===== config.mk =====
export PLATFORM = sky130hd
export DESIGN_NAME = ea_gen
export DESIGN_NICKNAME = d
export VERILOG_FILES = /design/src/rtl/ea_pkg.sv /design/src/rtl/ea_disp_ext.sv /design/src/rtl/ea_term_sel.sv /design/src/rtl/ea_sum3.sv /design/src/rtl/ea_seg_pick.sv /design/src/rtl/ea_gen.sv
export SDC_FILE = /design/constraint.sdc
export NUM_CORES = 1
export LEC_CHECK = 0
export ABC_CLOCK_PERIOD_IN_PS = 9600
export CAP_MARGIN = 20
export CORE_UTILIZATION = 65
export DETAILED_ROUTE_END_ITERATION = 8
export DONT_BUFFER_PORTS = 1
export PLACE_DENSITY = 0.92
export SYNTH_ARGS = -nofsm -noshare
export SYNTH_HDL_FRONTEND = slang
export SYNTH_SLANG_ARGS = --single-unit

===== constraint.sdc =====
create_clock -name clk -period 9.6 [get_ports clk]
set_input_delay 1.92 -clock clk [delete_from_list [all_inputs] [get_ports clk]]
set_output_delay 1.92 -clock clk [all_outputs]
set_load 0.05 [all_outputs]

===== src/rtl/ea_pkg.sv =====
package ea_pkg;

    // Addressing mode codes
    localparam logic [3:0] MODE_IMM       = 4'd0;
    localparam logic [3:0] MODE_REG       = 4'd1;
    localparam logic [3:0] MODE_DIRECT    = 4'd2;
    localparam logic [3:0] MODE_REGIND    = 4'd3;
    localparam logic [3:0] MODE_INDEXED   = 4'd4;
    localparam logic [3:0] MODE_BASED     = 4'd5;
    localparam logic [3:0] MODE_BIDX      = 4'd6;
    localparam logic [3:0] MODE_BIDX_DISP = 4'd7;
    localparam logic [3:0] MODE_PORT_IMM  = 4'd8;
    localparam logic [3:0] MODE_PORT_DX   = 4'd9;

    // Segment codes
    localparam logic [1:0] SEG_ES = 2'd0;
    localparam logic [1:0] SEG_CS = 2'd1;
    localparam logic [1:0] SEG_SS = 2'd2;
    localparam logic [1:0] SEG_DS = 2'd3;

    // Indirect register picks
    localparam logic [1:0] IND_BX = 2'd0;
    localparam logic [1:0] IND_BP = 2'd1;
    localparam logic [1:0] IND_SI = 2'd2;
    localparam logic [1:0] IND_DI = 2'd3;

    function automatic logic mode_is_mem(input logic [3:0] m);
        return (m >= MODE_DIRECT) && (m <= MODE_BIDX_DISP);
    endfunction

endpackage


===== src/rtl/ea_disp_ext.sv =====
module ea_disp_ext #(
    parameter int AW = 16,
    parameter int NB = 8
) (
    input  logic [AW-1:0] disp_raw,
    input  logic          wide,
    output logic [AW-1:0] disp_ext
);
    generate
        if (AW > NB) begin : g_ext
            localparam int PAD = AW - NB;
            logic [AW-1:0] narrow_ext;
            always_comb begin
                narrow_ext = {{PAD{disp_raw[NB-1]}}, disp_raw[NB-1:0]};
                disp_ext   = wide ? disp_raw : narrow_ext;
            end
        end else begin : g_pass
            logic unused_wide;
            always_comb begin
                unused_wide = wide;
                disp_ext    = disp_raw;
            end
        end
    endgenerate
endmodule


===== src/rtl/ea_term_sel.sv =====
module ea_term_sel
    import ea_pkg::*;
#(
    parameter int AW = 16,
    parameter int PB = 8
) (
    input  logic [3:0]    mode,
    input  logic          idx_sel,
    input  logic [1:0]    ind_sel,
    input  logic [AW-1:0] reg_bx,
    input  logic [AW-1:0] reg_bp,
    input  logic [AW-1:0] reg_si,
    input  logic [AW-1:0] reg_di,
    input  logic [AW-1:0] reg_dx,
    input  logic [AW-1:0] disp_ext,
    input  logic [AW-1:0] addr_field,
    output logic [AW-1:0] term_base,
    output logic [AW-1:0] term_index,
    output logic [AW-1:0] term_disp,
    output logic          uses_bp,
    output logic          mem_ref,
    output logic          port_ref
);
    logic [AW-1:0] index_val;
    logic [AW-1:0] ind_val;
    logic [AW-1:0] port_imm;

    always_comb begin
        index_val = idx_sel ? reg_di : reg_si;
        port_imm  = '0;
        port_imm[PB-1:0] = addr_field[PB-1:0];
        unique case (ind_sel)
            IND_BX:  ind_val = reg_bx;
            IND_BP:  ind_val = reg_bp;
            IND_SI:  ind_val = reg_si;
            default: ind_val = reg_di;
        endcase
    end

    always_comb begin
        term_base  = '0;
        term_index = '0;
        term_disp  = '0;
        uses_bp    = 1'b0;
        mem_ref    = 1'b0;
        port_ref   = 1'b0;
        case (mode)
            MODE_DIRECT: begin
                term_base = addr_field;
                mem_ref   = 1'b1;
            end
            MODE_REGIND: begin
                term_base = ind_val;
                uses_bp   = (ind_sel == IND_BP);
                mem_ref   = 1'b1;
            end
            MODE_INDEXED: begin
                term_index = index_val;
                term_disp  = disp_ext;
                mem_ref    = 1'b1;
            end
            MODE_BASED: begin
                term_base = reg_bp;
                term_disp = disp_ext;
                uses_bp   = 1'b1;
                mem_ref   = 1'b1;
            end
            MODE_BIDX: begin
                term_base  = reg_bp;
                term_index = index_val;
                uses_bp    = 1'b1;
                mem_ref    = 1'b1;
            end
            MODE_BIDX_DISP: begin
                term_base  = reg_bp;
                term_index = index_val;
                term_disp  = disp_ext;
                uses_bp    = 1'b1;
                mem_ref    = 1'b1;
            end
            MODE_PORT_IMM: begin
                term_base = port_imm;
                port_ref  = 1'b1;
            end
            MODE_PORT_DX: begin
                term_base = reg_dx;
                port_ref  = 1'b1;
            end
            default: begin
            end
        endcase
    end
endmodule


===== src/rtl/ea_sum3.sv =====
module ea_sum3 #(
    parameter int AW = 16
) (
    input  logic [AW-1:0] a,
    input  logic [AW-1:0] b,
    input  logic [AW-1:0] c,
    output logic [AW-1:0] sum
);
    // Wraps modulo 2^AW: the carry out is dropped on purpose
    always_comb begin
        sum = a + b + c;
    end
endmodule


===== src/rtl/ea_seg_pick.sv =====
module ea_seg_pick
    import ea_pkg::*;
(
    input  logic       mem_ref,
    input  logic       uses_bp,
    input  logic       ovr_en,
    input  logic [1:0] ovr_seg,
    output logic [1:0] seg
);
    always_comb begin
        if (!mem_ref)
            seg = SEG_ES;
        else if (ovr_en)
            seg = ovr_seg;
        else if (uses_bp)
            seg = SEG_SS;
        else
            seg = SEG_DS;
    end
endmodule


===== src/rtl/ea_gen.sv =====
module ea_gen
    import ea_pkg::*;
#(
    parameter int AW = 16,
    parameter int DB = 8,
    parameter int PB = 8
) (
    input  logic          clk,
    input  logic          rst_n,
    input  logic          in_valid,
    input  logic [3:0]    mode,
    input  logic          idx_sel,
    input  logic [1:0]    ind_sel,
    input  logic [AW-1:0] reg_bx,
    input  logic [AW-1:0] reg_bp,
    input  logic [AW-1:0] reg_si,
    input  logic [AW-1:0] reg_di,
    input  logic [AW-1:0] reg_dx,
    input  logic [AW-1:0] disp,
    input  logic          disp_wide,
    input  logic [AW-1:0] addr_field,
    input  logic          seg_ovr_en,
    input  logic [1:0]    seg_ovr,
    output logic          out_valid,
    output logic [AW-1:0] offset,
    output logic [1:0]    seg_idx,
    output logic          is_mem,
    output logic          is_port
);
    typedef struct packed {
        logic          valid;
        logic [AW-1:0] off;
        logic [1:0]    seg;
        logic          mem;
        logic          port;
    } ea_state_t;

    ea_state_t st_d, st_q;

    logic [AW-1:0] disp_ext_w;
    logic [AW-1:0] t_base, t_index, t_disp, sum_w;
    logic          uses_bp_w, mem_w, port_w;
    logic [1:0]    seg_w;

    ea_disp_ext #(.AW(AW), .NB(DB)) u_disp (
        .disp_raw (disp),
        .wide     (disp_wide),
        .disp_ext (disp_ext_w)
    );

    ea_term_sel #(.AW(AW), .PB(PB)) u_terms (
        .mode       (mode),
        .idx_sel    (idx_sel),
        .ind_sel    (ind_sel),
        .reg_bx     (reg_bx),
        .reg_bp     (reg_bp),
        .reg_si     (reg_si),
        .reg_di     (reg_di),
        .reg_dx     (reg_dx),
        .disp_ext   (disp_ext_w),
        .addr_field (addr_field),
        .term_base  (t_base),
        .term_index (t_index),
        .term_disp  (t_disp),
        .uses_bp    (uses_bp_w),
        .mem_ref    (mem_w),
        .port_ref   (port_w)
    );

    ea_sum3 #(.AW(AW)) u_sum (
        .a   (t_base),
        .b   (t_index),
        .c   (t_disp),
        .sum (sum_w)
    );

    ea_seg_pick u_seg (
        .mem_ref (mem_w),
        .uses_bp (uses_bp_w),
        .ovr_en  (seg_ovr_en),
        .ovr_seg (seg_ovr),
        .seg     (seg_w)
    );

    always_comb begin
        st_d       = st_q;
        st_d.valid = in_valid;
        if (in_valid) begin
            st_d.off  = sum_w;
            st_d.seg  = seg_w;
            st_d.mem  = mem_w;
            st_d.port = port_w;
        end
    end

    always_ff @(posedge clk) begin
        if (!rst_n)
            st_q <= '0;
        else
            st_q <= st_d;
    end

    assign out_valid = st_q.valid;
    assign offset    = st_q.off;
    assign seg_idx   = st_q.seg;
    assign is_mem    = st_q.mem;
    assign is_port   = st_q.port;

    // Strobe timing and hold
    assert_valid_follows_R11: assert property (@(posedge clk) disable iff (!rst_n)
        in_valid |=> out_valid);
    assert_valid_single_R11: assert property (@(posedge clk) disable iff (!rst_n)
        !in_valid |=> !out_valid);
    assert_hold_offset_R11: assert property (@(posedge clk) disable iff (!rst_n)
        !in_valid |=> $stable(offset) && $stable(seg_idx) && $stable(is_mem));

    // Memory and port results are exclusive
    assert_mem_port_excl_R9: assert property (@(posedge clk) disable iff (!rst_n)
        !(is_mem && is_port));

    // Non-memory, non-port results are zero
    assert_nonmem_zero_R10: assert property (@(posedge clk) disable iff (!rst_n)
        (out_valid && !is_mem && !is_port) |-> (offset == '0 && seg_idx == 2'd0));

    // Override lands on the segment output for memory requests
    assert_override_R7: assert property (@(posedge clk) disable iff (!rst_n)
        (in_valid && seg_ovr_en && mode_is_mem(mode)) |=> (seg_idx == $past(seg_ovr)));

    // Port results never carry a segment
    assert_port_seg_R9: assert property (@(posedge clk) disable iff (!rst_n)
        is_port |-> seg_idx == 2'd0);
endmodule


* Word-level counts from Yosys, hierarchy flattened
Index checks and enable logic that the tools add are counted.
** Storage, ports and cells
- Register bits :: 21
- Input port bits :: 126
- Output and inout port bits :: 21
- Word-level logic and storage cells :: 35
** Operators by class
- Add/subtract/negate cells :: 2
- Equality and inequality tests :: 10
- Multiplexer cells :: 12
- Reduce and logical (&&, ||, !) cells :: 6
** Operator list (count)
- 16-bit case mux with 5 select lines :: 1
- 16-bit 2-to-1 mux :: 4
- 16-bit case mux with 3 select lines :: 1
- 16-bit adder :: 2
- 4-bit by 3-bit == test with 1-bit output (second input constant) :: 4
- 3-bit OR reduction :: 3
- 4-bit by 2-bit == test with 1-bit output (second input constant) :: 2
- 4-bit == test (second input constant) :: 2
- 6-bit OR reduction :: 1
- 2-bit 2-to-1 mux :: 2
- 1-bit 2-to-1 mux :: 3
- 2-bit by 1-bit == test with 1-bit output (second input constant) :: 1
- 2-bit == test (second input constant) :: 1
- 2-bit zero test :: 1
- 1-bit case mux with 2 select lines :: 1
- 2-bit OR reduction :: 1

* Longest topological paths before layout
- Depth in word-level cells :: 6
- Depth in mapped cells :: 17
- Gate-level depth less buffers :: 15

* By module
Synthesis repeated with hierarchy kept, for this count alone.
** Unflattened totals
- Cell total of the unflattened synthesis :: 386
- Area total of the unflattened synthesis :: 3549.7 um2
** Modules (own cells, without submodules)
- ea_term_sel :: instances 1, cells each 186, area each 1521.5 um2, sequential area each 0.0 um2
- ea_sum3 :: instances 1, cells each 111, area each 993.5 um2, sequential area each 0.0 um2
- ea_gen :: instances 1, cells each 67, area each 810.8 um2, sequential area each 420.4 um2
- ea_disp_ext :: instances 1, cells each 17, area each 191.4 um2, sequential area each 0.0 um2
- ea_seg_pick :: instances 1, cells each 5, area each 32.5 um2, sequential area each 0.0 um2

* Worst setup path after synthesis
No wires, ideal clock.
- Kind :: input -> register
- From :: input port mode[3]
- To :: register st_q, in the netlist offset[15]
- Library setup time :: 0.122 ns
- Arrival time :: 5.325 ns
- Required time :: 9.478 ns
- Setup slack :: 4.152 ns
- Stages on the path :: 17
- Buffers on the path :: 2
- Cells stage by stage :: buf_2 nand2b_1 a21oi_1 clkbuf_1 a222oi_1 a21boi_0 fa_1 inv_1 ha_1 inv_1 fa_1 nor2b_1 o2111ai_1 a211o_1 a21oi_1 o211ai_1 nor3b_1
** Between the ends
- Longest elaborated chain between the ends :: 5
- Elaborated cells on any way between the ends :: 16
- Those cells by class :: add/sub (2); eq/ne (8); mux (3); reduce/logical (3)
** RTL lines
- start: declaration :: RTL line ea_gen.sv:11 : input logic [3:0] mode,
- 4-bit by 3-bit == test with 1-bit output :: RTL line ea_term_sel.sv:47 : case (mode)
- 3-bit OR reduction (no line)
- 16-bit case mux with 5 select lines or 16-bit 2-to-1 mux (tied branches) :: RTL line ea_term_sel.sv:47
- 16-bit adder :: RTL line ea_sum3.sv:11 : sum = a + b + c;
- 16-bit adder (*) :: RTL line ea_sum3.sv:11
- end signal: assignment :: RTL line ea_gen.sv:100 : st_q <= st_d;
- end: declaration :: RTL line ea_gen.sv:38 : ea_state_t st_d, st_q;
Mark *: on every way between the ends. The rest lies on a longest branch, timed or not.
A chain may end at the register's enable or synchronous reset.

* Final worst setup path
Same ends and word-level chain as after synthesis.

==> out/results.tsv <==
metric	value	unit
ant diodes	0	
Avg Inst Size Synth	8.76	um^2
CP Data Arrival Time	5.67	ns
critical path type	in2reg	
library cells used by synthesis	58	
status	completed	
core area	4410	um^2
postcts setup bufs	0	
gr usage total	0.329	
ranking of synthesized cells by area	dfxtp_1 (14%), fa_1 (11%), mux4_2 (8.2%)	
P_leak	1.37	nW
Sw Share	0.387	
final cycle utilization of the critical path	0.575	
post-synth top area share	0.138	
vias in the first global route	2924	
f_max	0.181	GHz
CP startpoint kind	input pin	
Synth Register Bits	21	
GR Overflow Total	0	
Layout area overhead	1.61	%
PortBufs	0	
Period minus WS final	5.52	ns
area leader, netlist	dfxtp_1	
io pins	147	
CP max FO	8	
width of the die	70.4	um
power share of the clock group	0.192	
setup_tns	0	ns
Peak supply drop	0.0665	mV
total of max-cap violations	0	
RSZ-0062 raised after global routing	false	
Worst-Skew Late Latency	0.25	ns
Starting Density	0.688	
post_cts resized	0	
Final Hold Fails	0	
Logic pwr share	0.383	
CTS sink cnt	21	
Worst-path clk slew	0.07	ns
via density per instance	7.26	
slew margin rel.	0.278	
total power	0.000293	W
Syn Nets	503	
Post-synth EDFFs	0	
CTS Buf Count	3	
Nets	490	
sequential element share of the synthesized area	0.138	
height of the die	70.4	um
Hold Path Class	reg2reg	
Post-Syn Area	3040	um^2
# setup viols final	0	
DR WL/cell	21.0	um
layout cells sized above 1	0.111	
Root Driver	clkbuf_8	
Final Cell Area	3090	um^2
CP endpoint kind	flop	
DRC errors left	0	
initial antenna violation count	0	
Syn Inst Count	347	
# hold bufs at CTS	0	
Pwr per Cell Area	94.8	nW/um^2
Psw	0.000113	W
die area	4950	um^2
CTS tree	built	
max-slew violations	0	
asr flop ratio synth	0	
Yosys Warn Count	0	
Iteration-0 DRC Markers	229	
Routed Antenna Nets	0	
H-Tree Depth	1	
clk buf depth	2	
vias	2795	
largest net degree at the start of global routing	21	
final wirelength	8070	um
sequential share of power	0.425	
row count	24	
first-pass GRT wire length	13200	um
Worst-Margin Slew	1.08	ns
Synth Flop Type	dfxtp_1	
Final GP Congestion	0.962	
Detailed Routing Iterations Pass 1	6	
clk_skew	0	ns
Post-synth top cells	inv_1 (40), nand2_1 (40), a21oi_1 (21), dfxtp_1 (21)	
DP Area	3040	um^2
detailed placement HPWL	6500	um
CP required	9.75	ns
Int Pwr	0.000180	W
-- cell type report --
type | count | area (um^2)
clock buffer | 4 | 45.0
fill | 362 | 1330
inverter | 40 | 150
multi-input combinational | 265 | 2380
sequential | 21 | 420
tap | 52 | 65.1
timing repair buffer | 3 | 22.5
-- state kept, by name, summed over array words and instances (netlist names) --
register / cells
offset: 16
seg_idx: 2
is_mem: 1
is_port: 1
out_valid: 1
-- through the flow --
step	worst slack [ns]	hold slack, ns	util	instances
final	4.08	0.723	0.700	385
after global placement	4.13	0.708	0.688	380
after floorplan	4.15	0.686	-	347
after CTS	4.18	0.723	0.698	384
after global routing	3.82	0.760	0.700	385
after detailed placement	3.90	0.713	0.688	380
-- cell usage in the layout, fill, tap and decap left out, types with 2 or more instances in the layout --
master    netlist  layout
xnor2_1         4       4
a211oi_1        5       5
ha_1           14      14
buf_4           0       3
clkbuf_8        0       3
a21oi_1        21      21
nand3_1         3       3
nor3b_1         3       3
o31a_1          2       2
xor2_1          3       3
dfxtp_1        21      21
mux4_2         11      11
a211o_1         3       3
or3_1           2       2
a21boi_1       12      12
o21ai_1         5       5
nor2b_1         5       5
a22o_1          2       2
nand4_1         2       2
mux4_1          5       5
o21ai_0         4       4
a222oi_1       15      15
nand2b_1        2       2
o211ai_1        2       2
nor3_1          5       5
mux2_2         14      14
nor2_1         14      14
a21boi_0        3       3
a21o_1         14      14
inv_1          40      40
fa_1           16      16
nand2_1        40      40
and2_1          3       3
mux2i_1         7       7
o21a_1          3       3
-- critical path, cell delays in order --
cell and delay, ns:
xnor2_1 0.10, nor3_1 0.82, a222oi_1 0.19, a21boi_0 0.22, fa_1 0.46, inv_1 0.08
ha_1 0.17, inv_1 0.06, fa_1 0.37, nor2b_1 0.22, o2111ai_1 0.21, a211o_1 0.36
a21oi_1 0.22, o211ai_1 0.12, nor3b_1 0.14
-- power by group through the flow --
| stage | clock network, W | logic, W | registers, W |
|---|---|---|---|
| 3_5_place_dp | 0 | 0.000111 | 0.000126 |
| 2_1_floorplan | 0 | 0.0000977 | 0.000125 |
| 4_1_cts | 0.0000573 | 0.000111 | 0.000124 |
| 3_3_place_gp | 0 | 0.000108 | 0.000126 |
| 5_1_grt | 0.0000613 | 0.000126 | 0.000125 |
| 6_report | 0.0000563 | 0.000112 | 0.000124 |
-- cells by family after synthesis --
kind of cell    count (synthesis)  synth area share
simple gates                   89             0.148
mux                            37             0.200
xor+xnor                        8            0.0276
flops                          21             0.138
compound gates                101             0.244
fa+ha+maj                      30             0.163
buf+inv                        61            0.0790
-- worst paths after layout --
kind,startpoint,end,slack (ns),cells past startpoint
worst min-delay path,is_port$_SDFFE_PN0P_,is_port$_SDFFE_PN0P_,0.72,2
worst min register to register,is_port$_SDFFE_PN0P_,is_port$_SDFFE_PN0P_,0.72,2
worst max-delay path,mode[3],offset[15]$_SDFFE_PN0P_,4.08,15
worst max register to register,offset[11]$_SDFFE_PN0P_,offset[11]$_SDFFE_PN0P_,8.52,2
-- layer usage --
metal	up-vias	global-route usage	routed length, um
met4	0	0.0867	129
met1	1367	0.376	2990
met3	12	0.0765	701
li1	1257	-	-
met5	-	0	0
met2	159	0.606	4250
Note: power is estimated with default switching activity, not from simulation.
